===== src/rtl/qenc_pkg.sv =====
package qenc_pkg;
  typedef enum logic {DIR_FWD = 1'b0, DIR_REV = 1'b1} dir_e;

  typedef struct packed {
    logic a;
    logic b;
  } phase_t;
endpackage


===== src/rtl/qenc_sync_filt.sv =====
module qenc_sync_filt #(
  parameter int FILT_W = 4
) (
  input  logic              clk_i,
  input  logic              rst_ni,
  input  logic              pin_i,
  input  logic [FILT_W-1:0] len_i,
  output logic              lvl_o
);
  logic [1:0]        sync_q;
  logic [FILT_W-1:0] run_q;
  logic              lvl_q;

  always_ff @(posedge clk_i or negedge rst_ni) begin
    if (!rst_ni) begin
      sync_q <= '0;
      run_q  <= '0;
      lvl_q  <= 1'b0;
    end else begin
      sync_q <= {sync_q[0], pin_i};
      if (sync_q[1] == lvl_q) begin
        run_q <= '0;
      end else if (run_q == len_i) begin
        lvl_q <= sync_q[1];
        run_q <= '0;
      end else begin
        run_q <= run_q + 1'b1;
      end
    end
  end

  assign lvl_o = lvl_q;
endmodule


===== src/rtl/qenc_count.sv =====
module qenc_count
  import qenc_pkg::*;
#(
  parameter int CNT_W = 16
) (
  input  logic             clk_i,
  input  logic             rst_ni,
  input  logic             a_i,
  input  logic             b_i,
  input  logic             z_i,
  input  logic             swap_i,
  input  logic             zen_i,
  input  logic [CNT_W-1:0] max_i,
  output logic [CNT_W-1:0] count_o,
  output logic             dir_rev_o,
  output logic             err_o,
  output logic             first_z_o,
  output logic             step_o
);
  phase_t           prev_q;
  logic             pz_q;
  logic [CNT_W-1:0] cnt_q;
  dir_e             dir_q;
  logic             err_q, fz_q;

  phase_t cur_c, old_c;
  logic   chg_a, chg_b, step, illegal, fwd, z_rise;

  // swap applied to both samples so toggling swap_i alone is not an edge
  always_comb begin
    cur_c = swap_i ? '{a: b_i, b: a_i} : '{a: a_i, b: b_i};
    old_c = swap_i ? '{a: prev_q.b, b: prev_q.a} : prev_q;
  end

  assign chg_a   = cur_c.a ^ old_c.a;
  assign chg_b   = cur_c.b ^ old_c.b;
  assign step    = chg_a ^ chg_b;
  assign illegal = chg_a & chg_b;
  assign fwd     = cur_c.a ^ old_c.b;
  assign z_rise  = z_i & ~pz_q;

  always_ff @(posedge clk_i or negedge rst_ni) begin
    if (!rst_ni) begin
      prev_q <= '0;
      pz_q   <= 1'b0;
      cnt_q  <= '0;
      dir_q  <= DIR_FWD;
      err_q  <= 1'b0;
      fz_q   <= 1'b0;
    end else begin
      prev_q <= '{a: a_i, b: b_i};
      pz_q   <= z_i;
      if (z_rise) fz_q <= 1'b1;
      if (illegal) err_q <= 1'b1;
      if (step) dir_q <= fwd ? DIR_FWD : DIR_REV;
      if (z_rise && zen_i) begin
        cnt_q <= (dir_q == DIR_REV) ? max_i : '0;
      end else if (step) begin
        if (fwd) cnt_q <= (cnt_q == max_i) ? '0 : cnt_q + 1'b1;
        else     cnt_q <= (cnt_q == '0) ? max_i : cnt_q - 1'b1;
      end
    end
  end

  assign count_o   = cnt_q;
  assign dir_rev_o = (dir_q == DIR_REV);
  assign err_o     = err_q;
  assign first_z_o = fz_q;
  assign step_o    = step;
endmodule


===== src/rtl/qenc_evt_timer.sv =====
module qenc_evt_timer #(
  parameter int TMR_W = 16
) (
  input  logic             clk_i,
  input  logic             rst_ni,
  input  logic             step_i,
  output logic [TMR_W-1:0] time_o,
  output logic             ovf_o
);
  localparam logic [TMR_W-1:0] TopVal = '1;

  logic [TMR_W-1:0] run_q, cap_q;
  logic             ovf_q;

  always_ff @(posedge clk_i or negedge rst_ni) begin
    if (!rst_ni) begin
      run_q <= '0;
      cap_q <= '0;
      ovf_q <= 1'b0;
    end else if (step_i) begin
      cap_q <= (run_q == TopVal) ? TopVal : run_q + 1'b1;
      run_q <= '0;
      ovf_q <= 1'b0;
    end else if (run_q == TopVal) begin
      ovf_q <= 1'b1;
    end else begin
      run_q <= run_q + 1'b1;
    end
  end

  assign time_o = cap_q;
  assign ovf_o  = ovf_q;
endmodule


===== src/rtl/qenc_decoder.sv =====
module qenc_decoder #(
  parameter int CNT_W  = 16,
  parameter int FILT_W = 4,
  parameter int TMR_W  = 16
) (
  input  logic              clk_i,
  input  logic              rst_ni,
  input  logic              enc_a_i,
  input  logic              enc_b_i,
  input  logic              enc_z_i,
  input  logic              swap_i,
  input  logic              zero_rst_en_i,
  input  logic [CNT_W-1:0]  max_cnt_i,
  input  logic [FILT_W-1:0] filt_len_i,
  output logic [CNT_W-1:0]  count_o,
  output logic              dir_rev_o,
  output logic              err_o,
  output logic              a_lvl_o,
  output logic              b_lvl_o,
  output logic              z_lvl_o,
  output logic              first_z_o,
  output logic [TMR_W-1:0]  evt_time_o,
  output logic              evt_ovf_o
);
  localparam int NumPins = 3;

  logic [NumPins-1:0] pins, lvls;
  logic               step;

  assign pins = {enc_z_i, enc_b_i, enc_a_i};

  for (genvar i = 0; i < NumPins; i++) begin : g_pin
    qenc_sync_filt #(.FILT_W(FILT_W)) u_filt (
      .clk_i  (clk_i),
      .rst_ni (rst_ni),
      .pin_i  (pins[i]),
      .len_i  (filt_len_i),
      .lvl_o  (lvls[i])
    );
  end

  assign a_lvl_o = lvls[0];
  assign b_lvl_o = lvls[1];
  assign z_lvl_o = lvls[2];

  qenc_count #(.CNT_W(CNT_W)) u_count (
    .clk_i     (clk_i),
    .rst_ni    (rst_ni),
    .a_i       (lvls[0]),
    .b_i       (lvls[1]),
    .z_i       (lvls[2]),
    .swap_i    (swap_i),
    .zen_i     (zero_rst_en_i),
    .max_i     (max_cnt_i),
    .count_o   (count_o),
    .dir_rev_o (dir_rev_o),
    .err_o     (err_o),
    .first_z_o (first_z_o),
    .step_o    (step)
  );

  qenc_evt_timer #(.TMR_W(TMR_W)) u_tmr (
    .clk_i  (clk_i),
    .rst_ni (rst_ni),
    .step_i (step),
    .time_o (evt_time_o),
    .ovf_o  (evt_ovf_o)
  );
endmodule


===== config.mk =====
export PLATFORM = sky130hd
export DESIGN_NAME = qenc_decoder
export DESIGN_NICKNAME = d
export VERILOG_FILES = /design/src/rtl/qenc_pkg.sv /design/src/rtl/qenc_sync_filt.sv /design/src/rtl/qenc_count.sv /design/src/rtl/qenc_evt_timer.sv /design/src/rtl/qenc_decoder.sv
export SDC_FILE = /design/constraint.sdc
export NUM_CORES = 1
export LEC_CHECK = 0
export BUFFER_PORTS_ARGS = -buffer_cell sky130_fd_sc_hd__buf_4
export CELL_PAD_IN_SITES_DETAIL_PLACEMENT = 1
export CELL_PAD_IN_SITES_GLOBAL_PLACEMENT = 1
export CORE_UTILIZATION = 36
export CTS_CLUSTER_DIAMETER = 200
export DETAILED_ROUTE_END_ITERATION = 7
export GPL_TIMING_DRIVEN = 0
export PLACE_DENSITY_LB_ADDON = 0.1
export SYNTH_ARGS = -nofsm -noshare
export SYNTH_HDL_FRONTEND = slang
export SYNTH_SLANG_ARGS = --single-unit

===== constraint.sdc =====
create_clock -name clk_i -period 2.3 [get_ports clk_i]
set_input_delay 0.46 -clock clk_i [delete_from_list [all_inputs] [get_ports clk_i]]
set_output_delay 0.46 -clock clk_i [all_outputs]
set_load 0.01 [all_outputs]

# --- Word level (Yosys, flattened, before mapping) ---
# Index checks and enable logic that the tools add are counted.
word_totals:
  register_bits: 76
  input_bits: 27
  output_inout_bits: 39
op_classes:
  addsub: 6
  eq_ne: 9
  n_mux: 20
  bitwise_logic: 10
  reduce_logical: 7
op_table:
  columns: ["op", "count"]
  rows:
  - ["$mux W16", 9]
  - ["$add A16 B1 Y16 const B", 2]
  - ["$mux W4", 6]
  - ["$eq A16 B16 Y1", 1]
  - ["$eq A16 B16 Y1 const B", 1]
  - ["$logic_not A16 Y1", 1]
  - ["$sub A16 B1 Y16 const B", 1]
  - ["$add A4 B1 Y4 const B", 3]
  - ["$eq A4 B4 Y1", 3]
  - ["$reduce_and A2 Y1", 3]
  - ["$mux W2", 2]
  - ["$not A1 Y1", 4]
  - ["$reduce_bool A2 Y1", 2]
  - ["$xor A1 B1 Y1", 4]
  - ["$eq A1 B1 Y1", 3]
  - ["$mux W1", 3]
  - ["$and A1 B1 Y1", 2]
  - ["$ne A2 B2 Y1 const B", 1]
  - ["$logic_and A1 B1 Y1", 1]

# --- Depth between registers and ports, before layout ---
# Gate-level depths: netlist of run 1.
depth:
  depth_word: 5
  depth_mapped: 10
  ltp_nobuf: 9

# --- By module ---
# A second synthesis of run 1 with hierarchy kept.
hier_totals:
  hier_cells: 496
  hier_area_um2: 4742.0
by_module_without_submodules:
  columns: ["mod", "instances", "cells_per_inst", "area_each_um2", "seq_area_each_um2"]
  rows:
  - ["qenc_count", 1, 275, 2247.2, 550.5]
  - ["qenc_evt_timer", 1, 149, 1556.5, 825.8]
  - ["qenc_sync_filt", 3, 24, 312.8, 175.2]

# --- Worst setup path after synthesis of run 1 ---
# Ideal clock, no wire load.
synth_path:
  kind: "register to register"
  start: "reg g_pin[1].u_filt.lvl_q"
  end: "reg u_count.cnt_q[15], in the netlist u_count.count_o[15]"
  setup_ns: 0.082
  t_arrival_ns: 2.195
  t_required_ns: 2.218
  path_slack_ns: 0.022
  path_stages_with_launch: 11
  n_path_buf: 1
  cell_sequence: "dfrtp_1 > xor2_1 > nor2_1 > a21oi_1 > ha_1 > clkbuf_1 > inv_1 > or4_1 > o221ai_1 > a31oi_1 > o22ai_1"
synth_lines:
  columns: ["item", "line", "source"]
  rows:
  - ["start: declaration", "qenc_sync_filt.sv:12", "logic lvl_q;"]
  - ["start signal: assignment", "qenc_sync_filt.sv:24", "lvl_q <= sync_q[1];"]
  - ["$mux W2 (*)", "qenc_count.sv:31", "cur_c = swap_i ? '{a: b_i, b: a_i} : '{a: a_i, b: b_i};"]
  - ["$xor A1 B1 Y1 (on tied branches)", "qenc_count.sv:35, qenc_count.sv:36", null]
  - ["$xor A1 B1 Y1 (*)", "qenc_count.sv:37", "assign step = chg_a ^ chg_b;"]
  - ["named net step", "qenc_decoder.sv:28", "logic step;"]
  - ["$reduce_bool A2 Y1 (no source line) (*)", null, null]
  - ["end signal: assignment", "qenc_count.sv:57", "cnt_q <= (dir_q == DIR_REV) ? max_i : '0;"]
  - ["end signal: assignment", "qenc_count.sv:59", "if (fwd) cnt_q <= (cnt_q == max_i) ? '0 : cnt_q + 1'b1;"]
  - ["end signal: assignment", "qenc_count.sv:60", "else cnt_q <= (cnt_q == '0) ? max_i : cnt_q - 1'b1;"]
  - ["end: declaration", "qenc_count.sv:22", "logic [CNT_W-1:0] cnt_q;"]
# The timed path passes the listed nets; every way through them passes the cells marked *. The select of a mux whose other input is x is not followed.
# A chain may end at the register's enable or synchronous reset.

# --- Final worst setup path of run 1 ---
layout_path:
  start: "reg u_count.cnt_q[2], in the netlist u_count.count_o[2]"
  end: "reg u_count.cnt_q[6], in the netlist u_count.count_o[6]"
layout_between:
  elab_chain_cells: 5
layout_lines:
  columns: ["item", "line", "source"]
  rows:
  - ["$sub A16 B1 Y16, or another cell as far along", "qenc_count.sv:60", null]
  - ["$mux W16 (on tied branches)", "qenc_count.sv:60, qenc_count.sv:59", null]
  - ["$mux W16 (*)", "qenc_count.sv:59", null]
  - ["$mux W16 (*)", "qenc_count.sv:58", "end else if (step) begin"]
  - ["$mux W16 (*)", "qenc_count.sv:56", "if (z_rise && zen_i) begin"]
# Mark *: on every way between the ends. The rest lies on a longest branch, timed or not. The select of a mux whose other input is x is not followed.

==> results of run 1 <==
-- cell usage after synthesis, drive strengths merged (2+ instances only) --
cell     count  share of area (%)
a2bb2oi      5               0.96
xnor2       45                8.6
inv         11               0.91
o21a         4               0.66
and3         9                1.2
nand2       39                3.2
nor2b        2               0.27
o31a         2               0.38
or2          3               0.47
a22oi        2               0.44
nand2b       5               0.85
nor2        76                6.3
a221o        2               0.44
a31oi        3               0.41
buf         15                2.1
a21oi       34                3.7
and4         3               0.58
xor2        32                6.1
mux2i        3               0.74
or3          2               0.27
o22ai        2               0.27
nor4         9                2.6
a311oi       3               0.71
nor3        13                1.6
nand3       19                2.1
nand4       10                1.5
a221oi       2               0.38
mux2         5                1.2
and2         5               0.69
clkbuf      16                1.3
o21ai       14                1.5
ha           8                2.2
dfrtp       76                 42
o221ai       3               0.58
-- flip-flops by register name, summed over array words and instances (netlist names) --
signal,count
u_count.first_z_o,1
u_tmr.ovf_o,1
u_count.dir_rev_o,1
u_count.err_o,1
u_tmr.time_o,16
g_pin.u_filt.lvl_o,3
g_pin.u_filt.sync_q,6
g_pin.u_filt.run_q,12
u_count.pz_q,1
u_tmr.run_q,16
u_count.count_o,16
u_count.prev_q,2
-- routing by layer --
metal / wire (µm) / GRT usage [%] / vias up
li1: - / - / 1866
met1: 6240 / 29.2 / 1979
met2: 6530 / 35.9 / 81
met3: 557 / 3.55 / 16
met4: 206 / 7.36 / 0
met5: 0 / 0 / -
-- worst paths after layout --
| path | cells after the start | start | endpoint | slack, ns |
|---|---|---|---|---|
| worst max register to register | 7 | u_count.count_o[2]$_DFFE_PN0P_ | u_count.count_o[6]$_DFFE_PN0P_ | -0.06 |
| worst min-delay path | 1 | enc_a_i | g_pin[0].u_filt.sync_q[0]$_DFF_PN0_ | 0.22 |
| min in group asynchronous | 1 | rst_ni | g_pin[0].u_filt.sync_q[0]$_DFF_PN0_ | 0.27 |
| max in group asynchronous | 1 | rst_ni | g_pin[1].u_filt.lvl_o$_DFFE_PN0P_ | 1.35 |
| worst min register to register | 0 | g_pin[2].u_filt.sync_q[0]$_DFF_PN0_ | g_pin[2].u_filt.sync_q[1]$_DFF_PN0_ | 0.35 |
| worst max-delay path | 7 | u_count.count_o[2]$_DFFE_PN0P_ | u_count.count_o[6]$_DFFE_PN0P_ | -0.06 |
-- worst max-delay path, cell delays in order (launching register included) --
cell     delay, ns
dfrtp_1       0.62
xnor2_1       0.20
nand4_1       0.23
nor4_4        0.40
or2_1         0.14
buf_2         0.22
o21ai_0       0.13
o31a_1        0.30
-- layout make-up --
cell class / count / area, µm²
clock inverters: 5 / 53.8
fillers: 1409 / 6410
repair buffers: 71 / 554
well taps: 168 / 210
flip-flops and latches: 76 / 1900
plain buffers: 28 / 178
multi-input cells: 377 / 2580
clock buffers: 10 / 229
inverters: 11 / 41.3
-- repair_timing --
action                     CTS  global route
cloned                       0             2
buffers inserted             1             4
setup endpoints to repair   47            45
resized for setup           16            29
pin swaps                    0             4
-- metrics by stage --
stage          hold slack, ns  utilization (%)  area (µm²)  power, mW  cells
4_1_cts                 0.211             46.0        5600       9.03    741
3_3_place_gp            0.338             43.2        5260       7.35    727
2_1_floorplan           0.164                -        4560       5.68    494
6_report                0.223             47.3        5750       9.14    746
5_1_grt                 0.213             47.3        5750       9.85    746
3_5_place_dp            0.337             43.2        5260       7.50    727
-- cell families (layout without fill, tap and decap cells) --
group,after synthesis,count (layout),share of synthesized area (%)
AOI/OAI and AO/OA,84,84,11.9
and+or+nand+nor,199,200,23.0
adders and majority gates,8,8,2.20
DFF,76,76,41.7
muxes,8,8,1.98
xor gates and xnor gates,77,77,14.8
buffers and inverters,42,125,4.36
-- cells in the final DEF (no fill, tap or decap), types with 3 or more instances in the layout --
cell type	count
nor4_1	3
xor2_1	32
a2bb2oi_1	5
nand2_1	37
and2_1	5
nor3_1	10
buf_4	70
clkbuf_1	6
buf_2	9
a31oi_1	3
nand3_1	19
nor4_4	5
clkbuf_2	7
and3_1	9
ha_1	6
nor3_2	3
xnor2_1	40
a21oi_1	32
nor2_1	75
dfrtp_1	74
clkbuf_16	10
inv_1	8
and4_1	3
buf_6	6
clkinv_2	3
o21a_1	4
mux2_2	5
nand4_1	9
xnor2_2	5
nand2b_1	4
o21ai_0	13
inv_2	3
-- power breakdown --
part / leakage, nW / switching (mW) / total, mW / internal, mW
Clock: 0.142 / 0.560 / 1.39 / 0.830
Sequential: 0.948 / 0.458 / 2.27 / 1.81
Combinational: 1.46 / 3.27 / 5.48 / 2.22
==> results by stage, run 1 <==
Drt:
- The number of remaining DRC errors is 0.
- The DRC violation total after the first TritonRoute iteration is 209.
- For this run, the detailed router's first-pass iteration total came to 4.
- Detailed routing inserted a total of 3942 vias.
- The average via count per standard cell is 5.28.
- The total wire length after detailed routing is 13.5 mm.
- The count of nets left with antenna violations once routing finished came out at 0.
- In the final routed layout, each cell accounts on average for 18.1 µm.

Timing:
- The worst slew margin relative to its limit is 33.5%.
- Derived from the worst setup path, the maximum achievable clock frequency is 423 MHz.
- The count of final max-slew check failures is 0.
- Setup slack on the critical path of the routed design comes to -0.0626 ns.
- After layout, the worst path uses 103% of the clock period.
- The setup TNS after final layout is -0.0626 ns.
- The worst clock skew is 0.00559 ns.
- The count of final hold-check violations was 0.
- Setup violations remaining at the end of the flow were counted as 1.
- Setup repair after global routing could not meet its margin everywhere.
- Subtracting the final worst setup slack from the clock period gives 2.36 ns.
- The transition time at the pin with the least slew margin is 0.998 ns.

Power and ir drop:
- The power density over cell area is 1590 mW/mm².
- The analysis attributes to cell leakage a power of 2.55 nW.
- The maximum ir drop on the vdd rail is 0.000510 V.

Floorplanning:
- The initial core utilization is 37.5%.
- Row generation in the floorplan step produced 40 rows.
- The die height is 115 µm.
- The floorplan core area is 0.0122 mm².
- The floorplan step defined a die boundary enclosing 0.0131 mm².
- The horizontal die dimension is 115 µm.
- The number of primary I/O pins is 66.

Clock network:
- The TritonCTS clock tree is yes.
- The number of buffers created by CTS is 9.
- The number of buffers inserted for hold repair after clock tree synthesis is 0.
- In this run the deepest clock path goes through 2 buffers.
- The source-to-sink clock delay at the later pin of the worst-skew pair is 0.34 ns.
- Clock-pin slew was measured on the worst setup and hold paths at 0.06 ns.
- In this run the clock root is driven by a clkbuf_16.
- The count of H-tree levels built during CTS is 3.
- The number of sinks on the clock net is 76.

GRT:
- Entering global routing, the biggest net connects 77 pins.
- The initial antenna violation count is 0.
- The overall routing resource usage is 21.8%.
- The total congestion overflow after global routing is 0.
- The via count of the first global-routing pass came to 4045.
- The global-route wire length before repair is 21.7 mm.

Synth:
- The number of warnings issued by yosys is 0.
- In this run, distinct cell masters in the synthesized netlist total 60.
- The number of flip-flops and latches in the synthesized netlist is 76.
- The number of flops mapped to enable cells by yosys is 0.
- The most frequently used flop master after synthesis is dfrtp_1.
- The share of synthesized registers carrying an async set or reset is 100%.
- The average cell area after synthesis is 9.23 µm².
- Synthesis produced a netlist whose cell count is 494.
- Summing the sequential cell areas from Yosys gives 41.7% of the chip area.
- After synthesis the cells add up to 0.00456 mm².
- The number of nets handed over by synthesis was 529.

Outcome:
- The final reports fail on setup timing.
- The flow ran to the end, but the final reports show violations.

Layout:
- The final layout contains 609 nets.
- The antenna diode instance count is 0.
- The ratio of cells with drive above 1 in the final layout is 26.1%.
- Compared with the post-synthesis result, the final layout area differs by 26.1%.

Critical path:
- Along the worst path, the maximum fanout reaches 7.
- The worst setup path is launched from a register.
- Data on the critical path arrives at its endpoint at 2.59 ns.
- The worst setup path is of the reg -> reg kind.
- The data required time of the critical path is 2.53 ns.
- The endpoint kind of the worst setup timing path is a register.

Placed design:
- Input and output buffers added on the ports amount to 65.
- Detailed placement finished with a half-perimeter wire length of 9.49 mm.
- The setup slack at placement is -0.409 ns.
- The congestion estimate from routability-driven global placement came to 0.871.

Job:
- The number of maximum-capacitance violations is 0.

Worst hold path:
- The type of the worst min-delay path is in -> reg.
Note: power is estimated with default switching activity, not from simulation.
==> run 2: changes to the inputs <==
--- a/config.mk
+++ b/config.mk
@@ -8,11 +8,12 @@
 export BUFFER_PORTS_ARGS = -buffer_cell sky130_fd_sc_hd__buf_4
 export CELL_PAD_IN_SITES_DETAIL_PLACEMENT = 1
 export CELL_PAD_IN_SITES_GLOBAL_PLACEMENT = 1
-export CORE_UTILIZATION = 36
+export CORE_UTILIZATION = 40
 export CTS_CLUSTER_DIAMETER = 200
 export DETAILED_ROUTE_END_ITERATION = 7
 export GPL_TIMING_DRIVEN = 0
 export PLACE_DENSITY_LB_ADDON = 0.1
+export SETUP_SLACK_MARGIN = 0.1
 export SYNTH_ARGS = -nofsm -noshare
 export SYNTH_HDL_FRONTEND = slang
 export SYNTH_SLANG_ARGS = --single-unit
==> results by stage, run 2 (synthesized netlist as in run 1, its figures left out) <==
Outcome:
- Outcome: finished, final reports clean (was complete, but fails checks).

Timing:
- The highest achievable clock rate is 461 MHz (was 423 MHz).
- The final critical-path required period was 2.17 ns (was 2.36 ns).
- The transition time at the pin with the least slew margin is 0.977 ns (was 0.998 ns).
- The worst clock skew is 0.0129 ns (was 0.00559 ns).
- The count of final max-slew check failures came to 0 (unchanged).
- RSZ-0062 raised after global routing: yes (unchanged).
- The number of setup violations in the final report is 0 (was 1).
- The worst slew margin relative to its limit is 34.9% (was 33.5%).
- The setup TNS after final layout is 0 ns (was -0.0626 ns).
- The period utilization is 94.4% (was 103%).
- The count of final hold-check violations is 0 (unchanged).

Drt:
- The number of detailed-route iterations in the first pass is 4 (unchanged).
- The count of nets left with antenna violations after detail routing is 0 (unchanged).
- The DRC violation total after the first TritonRoute iteration is 203 (was 209).
- The average via count per standard cell came to 5.58 (was 5.28).
- The number of remaining DRC errors is 0 (unchanged).
- The total wire length after detailed routing was 14.0 mm (was 13.5 mm).
- The per-cell routed wire length came to 19.2 µm (was 18.1 µm).
- The routed via count is 4087 (was 3942).

Layout:
- Most used cells in the layout excluding fill and tap cells: 84 x buf_4, 74 x nor2_1, 72 x dfrtp_1 (was 75 x nor2_1, 74 x dfrtp_1, 70 x buf_4).
- The antenna diode instance count is 0 (unchanged).
- The layout-stage area growth over the synthesis result was 31.9% (was 26.1%).
- The most common cell after layout, fill and taps aside is buf_4 (was nor2_1).
- The utilization after layout came to 54.7% (was 47.3%).
- The net count of the finished layout came to 623 (was 609).
- The count of non-filler cells in the finished layout is 733 (was 746).
- The ratio of cells with drive above 1 in the final layout is 30.4% (was 26.1%).
- The count of filler cells inserted in the layout is 1254 (was 1409).

Placed design:
- The HPWL reported at the end of detailed placement was 9.64 mm (was 9.49 mm).
- The count of input and output buffers is 65 (unchanged).
- The final weighted congestion in routability-driven placement is 0.828 (was 0.871).
- The cell count after placement came to 699 (was 727).

Critical path:
- The data required time of the critical path is 2.57 ns (was 2.53 ns).
- The endpoint kind of the worst setup timing path is a register (unchanged).
- The arrival time of the worst setup path was 2.44 ns (was 2.59 ns).
- The critical path class is reg -> reg (unchanged).
- The worst-path maximum fanout is 8 (was 7).
- The startpoint type of the worst setup path is a register (unchanged).

Floorplanning:
- The die height is 109 µm (was 115 µm).
- The floorplan core area came to 0.0110 mm² (was 0.0122 mm²).
- The horizontal die dimension is 109 µm (was 115 µm).
- The number of primary I/O pins is 66 (unchanged).
- The area of the die is 0.0118 mm² (was 0.0131 mm²).
- The initial core utilization was 41.5% (was 37.5%).
- The number of standard-cell rows in the floorplan was 38 (was 40).

Clock network:
- The clock transition at the registers of the reported paths was 0.07 ns (was 0.06 ns).
- The root buffer selected by CTS is clkbuf_16 (unchanged).
- The number of buffers created by CTS came to 9 (unchanged).
- The number of sinks on the clock net is 76 (unchanged).
- The source-to-sink clock delay at the later pin of the worst-skew pair is 0.35 ns (was 0.34 ns).
- The count of H-tree levels built during CTS is 3 (unchanged).
- The number of buffers inserted for hold repair after clock tree synthesis is 0 (unchanged).
- The buffer depth of the longest clock path is 2 (unchanged).
- The TritonCTS clock tree is yes (unchanged).

Job:
- The number of maximum-capacitance violations is 0 (unchanged).

Power and ir drop:
- The static power due to leakage is 2.66 nW (was 2.55 nW).
- The maximum ir drop on the vdd rail was 0.000855 V (was 0.000510 V).
- The power density over cell area is 1650 mW/mm² (was 1590 mW/mm²).

GRT:
- The via count of the first global-routing pass is 4309 (was 4045).
- The global-route wire length before repair is 22.1 mm (was 21.7 mm).
- The overall routing resource usage is 25.0% (was 21.8%).
- The total congestion overflow after global routing is 0 (unchanged).
- The initial antenna violation count is 0 (unchanged).
- The largest net degree at the start of global routing is 77 (unchanged).

Worst hold path:
- The type of the worst min-delay path is in -> reg (unchanged).
run 2: cell count changes in the layout (fill, tap and decap cells not counted), sizes merged:
cell and change:
inv -1, clkbuf -1, nand4 -1, clkinv -3, buf +18, clkinvlp +3
run 2: area by class of cell:
cell class	instances	area [µm²]	area share (%)
inverter	11	55.1	0.916
tap	140	175	2.91
sequential	76	1910	31.7
clock inverter	4	50.0	0.832
timing repair buffer	83	643	10.7
clock buffer	12	236	3.93
multi-input combinational	376	2710	45.0
buffer	31	240	4.00
run 2: stage by stage:
step / area [µm²] / hold WS (ns) / power [mW] / worst slack (ns)
global route: 6010 / 0.212 / 10.6 / -0.0512
CTS: 5760 / 0.208 / 9.41 / 0.102
detailed placement: 5220 / 0.336 / 7.48 / -0.261
floorplan: 4560 / 0.164 / 5.68 / 0.100
global placement: 5220 / 0.335 / 7.32 / -0.234
finish: 6010 / 0.218 / 9.92 / 0.130
run 2: worst paths after layout:
kind | from | end | slack [ns] | cells after the start
worst max-delay path | u_count.count_o[10]$_DFFE_PN0P_ | u_count.count_o[15]$_DFFE_PN0P_ | 0.13 | 7
worst min-delay path | enc_a_i | g_pin[0].u_filt.sync_q[0]$_DFF_PN0_ | 0.22 | 1
worst max register to register | u_count.count_o[10]$_DFFE_PN0P_ | u_count.count_o[15]$_DFFE_PN0P_ | 0.13 | 7
worst min register to register | g_pin[1].u_filt.sync_q[0]$_DFF_PN0_ | g_pin[1].u_filt.sync_q[1]$_DFF_PN0_ | 0.35 | 0
max in group asynchronous | rst_ni | u_count.count_o[9]$_DFFE_PN0P_ | 1.33 | 1
min in group asynchronous | rst_ni | u_count.count_o[15]$_DFFE_PN0P_ | 0.26 | 1
run 2: worst max-delay path, cell delays in order, from the launching register on:
cell      delay (ns)
dfrtp_1         0.39
buf_4           0.19
nor4_4          0.43
nand2_1         0.18
or4_4           0.51
o221ai_2        0.13
a31oi_1         0.06
o22ai_1         0.20
run 2: per-layer routing:
layer	GRT usage [%]	up-vias	wire length (µm)
met4	11.7	0	375
met1	31.2	2048	6040
met3	4.24	29	692
met2	42.0	115	6930
li1	-	1895	-
met5	0	-	0
run 2: power by group:
group          switching [mW]  internal, mW  total, mW
Clock                   0.579         0.840       1.42
Sequential              0.422          1.81       2.24
Combinational            3.57          2.69       6.26
run 2: repair_timing:
action                     in CTS  in global routing
pin swaps                       9                 22
resized for setup              43                 56
buffers inserted               11                  7
setup endpoints to repair      48                 28
==> run 3: changes to the inputs <==
--- a/config.mk
+++ b/config.mk
@@ -12,7 +12,7 @@
 export CTS_CLUSTER_DIAMETER = 200
 export DETAILED_ROUTE_END_ITERATION = 7
 export GPL_TIMING_DRIVEN = 0
-export PLACE_DENSITY_LB_ADDON = 0.1
+export PLACE_DENSITY = 0.74
 export SETUP_SLACK_MARGIN = 0.1
 export SYNTH_ARGS = -nofsm -noshare
 export SYNTH_HDL_FRONTEND = slang
==> results by stage, run 3 (synthesized netlist as in run 1, its figures left out) <==
Floorplanning:
- The horizontal die dimension was 109 µm (unchanged).
- The area of the die came to 0.0118 mm² (unchanged).
- The number of standard-cell rows in the floorplan is 38 (unchanged).
- The initial core utilization is 41.5% (unchanged).
- The die height came to 109 µm (unchanged).
- The number of primary I/O pins is 66 (unchanged).
- The floorplan core area is 0.0110 mm² (unchanged).

Timing:
- The count of final max-slew check failures was 0 (unchanged).
- The period utilization is 99.9% (was 94.4%).
- The worst-case setup margin in the final layout is 0.00282 ns (was 0.130 ns).
- The final critical-path required period came to 2.30 ns (was 2.17 ns).
- The transition time at the pin with the least slew margin came to 0.976 ns (was 0.977 ns).
- The count of final hold-check violations is 0 (unchanged).
- The number of setup violations in the final report is 0 (unchanged).
- The worst clock skew is 0.00797 ns (was 0.0129 ns).
- The highest achievable clock rate is 435 MHz (was 461 MHz).
- RSZ-0062 raised after global routing: yes (unchanged).
- The worst slew margin relative to its limit is 35.0% (was 34.9%).

Power and ir drop:
- The static power due to leakage is 2.64 nW (was 2.66 nW).
- The maximum ir drop on the vdd rail is 0.000702 V (was 0.000855 V).
- The power density over cell area came to 1640 mW/mm² (was 1650 mW/mm²).

Critical path:
- The biggest cell delay along the critical path is 0.44 ns (was 0.51 ns).
- The launching element of the worst setup path is u_count.prev_q[0]$_DFF_PN0_ (was u_count.count_o[10]$_DFFE_PN0P_).
- The data required time of the critical path is 2.55 ns (was 2.57 ns).
- The startpoint type of the worst setup path is a register (unchanged).
- The arrival time of the worst setup path is 2.55 ns (was 2.44 ns).
- The worst-path maximum fanout is 6 (was 8).
- The reg-to-reg critical path startpoint is u_count.prev_q[0]$_DFF_PN0_ (was u_count.count_o[10]$_DFFE_PN0P_).
- The critical path capture point is u_count.count_o[15]$_DFFE_PN0P_ (unchanged).
- The endpoint kind of the worst setup timing path is a register (unchanged).
- The endpoint of the most critical register-to-register path is u_count.count_o[15]$_DFFE_PN0P_ (unchanged).
- The slack of the worst reg-to-reg path came to 0.003 ns (was 0.13 ns).
- Sequence of cells on the critical path: xor2_2 > nor2_1 > a21oi_1 > ha_1 > buf_8 > clkinvlp_4 > or4_4 > o221ai_2 > a31oi_1 > o22ai_1 (was buf_4 > nor4_4 > nand2_1 > or4_4 > o221ai_2 > a31oi_1 > o22ai_1).
- The cell with the largest stage delay on the worst path is or4_4 (unchanged).
- The depth of the worst register-to-register path is 10 (was 7).
- The critical path class is reg -> reg (unchanged).

Clock network:
- The clock transition at the registers of the reported paths is 0.06 ns (was 0.07 ns).
- The number of buffers created by CTS is 9 (unchanged).
- The number of sinks on the clock net is 76 (unchanged).
- The buffer depth of the longest clock path is 2 (unchanged).
- The number of buffers inserted for hold repair after clock tree synthesis is 0 (unchanged).
- The source-to-sink clock delay at the later pin of the worst-skew pair is 0.34 ns (was 0.35 ns).
- The count of H-tree levels built during CTS is 3 (unchanged).
- The root buffer selected by CTS is clkbuf_16 (unchanged).
- The TritonCTS clock tree is yes (unchanged).

GRT:
- The initial antenna violation count was 0 (unchanged).
- The via count of the first global-routing pass was 4439 (was 4309).
- The overall routing resource usage is 25.5% (was 25.0%).
- The largest net degree at the start of global routing is 77 (unchanged).
- The total congestion overflow after global routing is 0 (unchanged).
- The global-route wire length before repair came to 22.8 mm (was 22.1 mm).

Drt:
- The routed via count is 4120 (was 4087).
- The per-cell routed wire length is 19.5 µm (was 19.2 µm).
- The count of nets left with antenna violations after detail routing came to 0 (unchanged).
- The DRC violation total after the first TritonRoute iteration is 170 (was 203).
- The number of remaining DRC errors is 0 (unchanged).
- The average via count per standard cell is 5.62 (was 5.58).
- The number of detailed-route iterations in the first pass is 4 (unchanged).
- The total wire length after detailed routing is 14.3 mm (was 14.0 mm).

Layout:
- The most common cell after layout, fill and taps aside is buf_4 (unchanged).
- The utilization after layout is 53.9% (was 54.7%).
- The ratio of cells with drive above 1 in the final layout came to 29.7% (was 30.4%).
- Most used cells in the layout excluding fill and tap cells: 85 x buf_4, 74 x nor2_1, 71 x dfrtp_1 (was 84 x buf_4, 74 x nor2_1, 72 x dfrtp_1).
- The net count of the finished layout was 624 (was 623).
- The antenna diode instance count came to 0 (unchanged).
- The layout-stage area growth over the synthesis result came to 29.8% (was 31.9%).
- The post-route cell area is 0.00592 mm² (was 0.00601 mm²).

Worst hold path:
- The type of the worst min-delay path is in -> reg (unchanged).
- The number of stages on the worst hold path is 1 (unchanged).

Placed design:
- The count of input and output buffers is 65 (unchanged).
- The instance area at placement is 0.00522 mm² (unchanged).
- The HPWL reported at the end of detailed placement was 9.60 mm (was 9.64 mm).
- The final weighted congestion in routability-driven placement came to 0.860 (was 0.828).
- The setup slack at placement is -0.336 ns (was -0.261 ns).

Outcome:
- Outcome: finished, final reports clean (unchanged).

Job:
- The number of maximum-capacitance violations is 0 (unchanged).
## run 3: changes by cell type in the layout (fill, tap and decap cells not counted), moves of 2 or more
cell,change
buf_6,-3
buf_2,+2
clkinv_2,+2
inv_4,+2
inv_6,-2
nor2_2,+2
nor2_4,-2
nor3_2,-2
## run 3: metal layers
metal	share of wire (%)	vias to the layer above	GRT usage (%)
met1	42	2079	31.2
met2	51	124	44.8
met3	5.1	33	4.42
met4	2.3	0	9.56
met5	0	-	0
li1	-	1884	-
## run 3: worst min path at each step
stage | startpoint | to | slack (ns)
final | enc_b_i | g_pin[1].u_filt.sync_q[0]$_DFF_PN0_ | 0.22
after detailed placement | g_pin[0].u_filt.sync_q[0]$_DFF_PN0_ | g_pin[0].u_filt.sync_q[1]$_DFF_PN0_ | 0.34
after CTS | enc_b_i | g_pin[1].u_filt.sync_q[0]$_DFF_PN0_ | 0.22
after global placement | g_pin[2].u_filt.sync_q[0]$_DFF_PN0_ | g_pin[2].u_filt.sync_q[1]$_DFF_PN0_ | 0.33
after global routing | enc_b_i | g_pin[1].u_filt.sync_q[0]$_DFF_PN0_ | 0.22
after floorplan | rst_ni | g_pin[0].u_filt.lvl_o$_DFFE_PN0P_ | 0.16
## run 3: timing repair
| action | CTS | global route |
|---|---|---|
| setup endpoints to repair | 48 | 45 |
| gates resized for setup | 37 | 44 |
| cloned | 0 | 0 |
| pin swaps | 11 | 17 |
| endpoints found under the hold margin | 0 | 0 |
| setup buffers | 12 | 7 |
## run 3: worst max-delay path: cells and delay by family (launching register included)
family,cells,cell delay (ns)
adders and majority gates,1,0.35
and+or+nand+nor,2,0.56
buffers and inverters,2,0.22
DFF,1,0.40
AOI/OAI and AO/OA,4,0.49
xor gates and xnor gates,1,0.19
## run 3: layout make-up
| class | count | area, µm² |
|---|---|---|
| Inverter | 11 | 50.0 |
| Clock buffer | 10 | 229 |
| Buffer | 31 | 224 |
| Tap cell | 140 | 175 |
| Fill cell | 1253 | 5070 |
| Sequential cell | 76 | 1910 |
| Timing Repair Buffer | 84 | 631 |
| Multi-Input combinational cell | 376 | 2670 |
| Clock inverter | 5 | 30.0 |
## run 3: through the flow
| stage | power [mW] | std cells | setup TNS [ns] | hold slack (ns) |
|---|---|---|---|---|
| CTS | 9.22 | 726 | 0 | 0.220 |
| finish | 9.68 | 733 | 0 | 0.223 |
| detailed placement | 7.49 | 699 | -8.92 | 0.341 |
| floorplan | 5.68 | 494 | 0 | 0.164 |
| global route | 10.3 | 733 | -0.0775 | 0.218 |
| global placement | 7.28 | 699 | -6.42 | 0.332 |
## run 3: where the power goes
group / leakage (nW) / switching (mW) / total (mW) / internal [mW]
logic: 1.57 / 3.54 / 6.13 / 2.59
clock network: 0.124 / 0.580 / 1.30 / 0.719
registers: 0.945 / 0.435 / 2.25 / 1.82
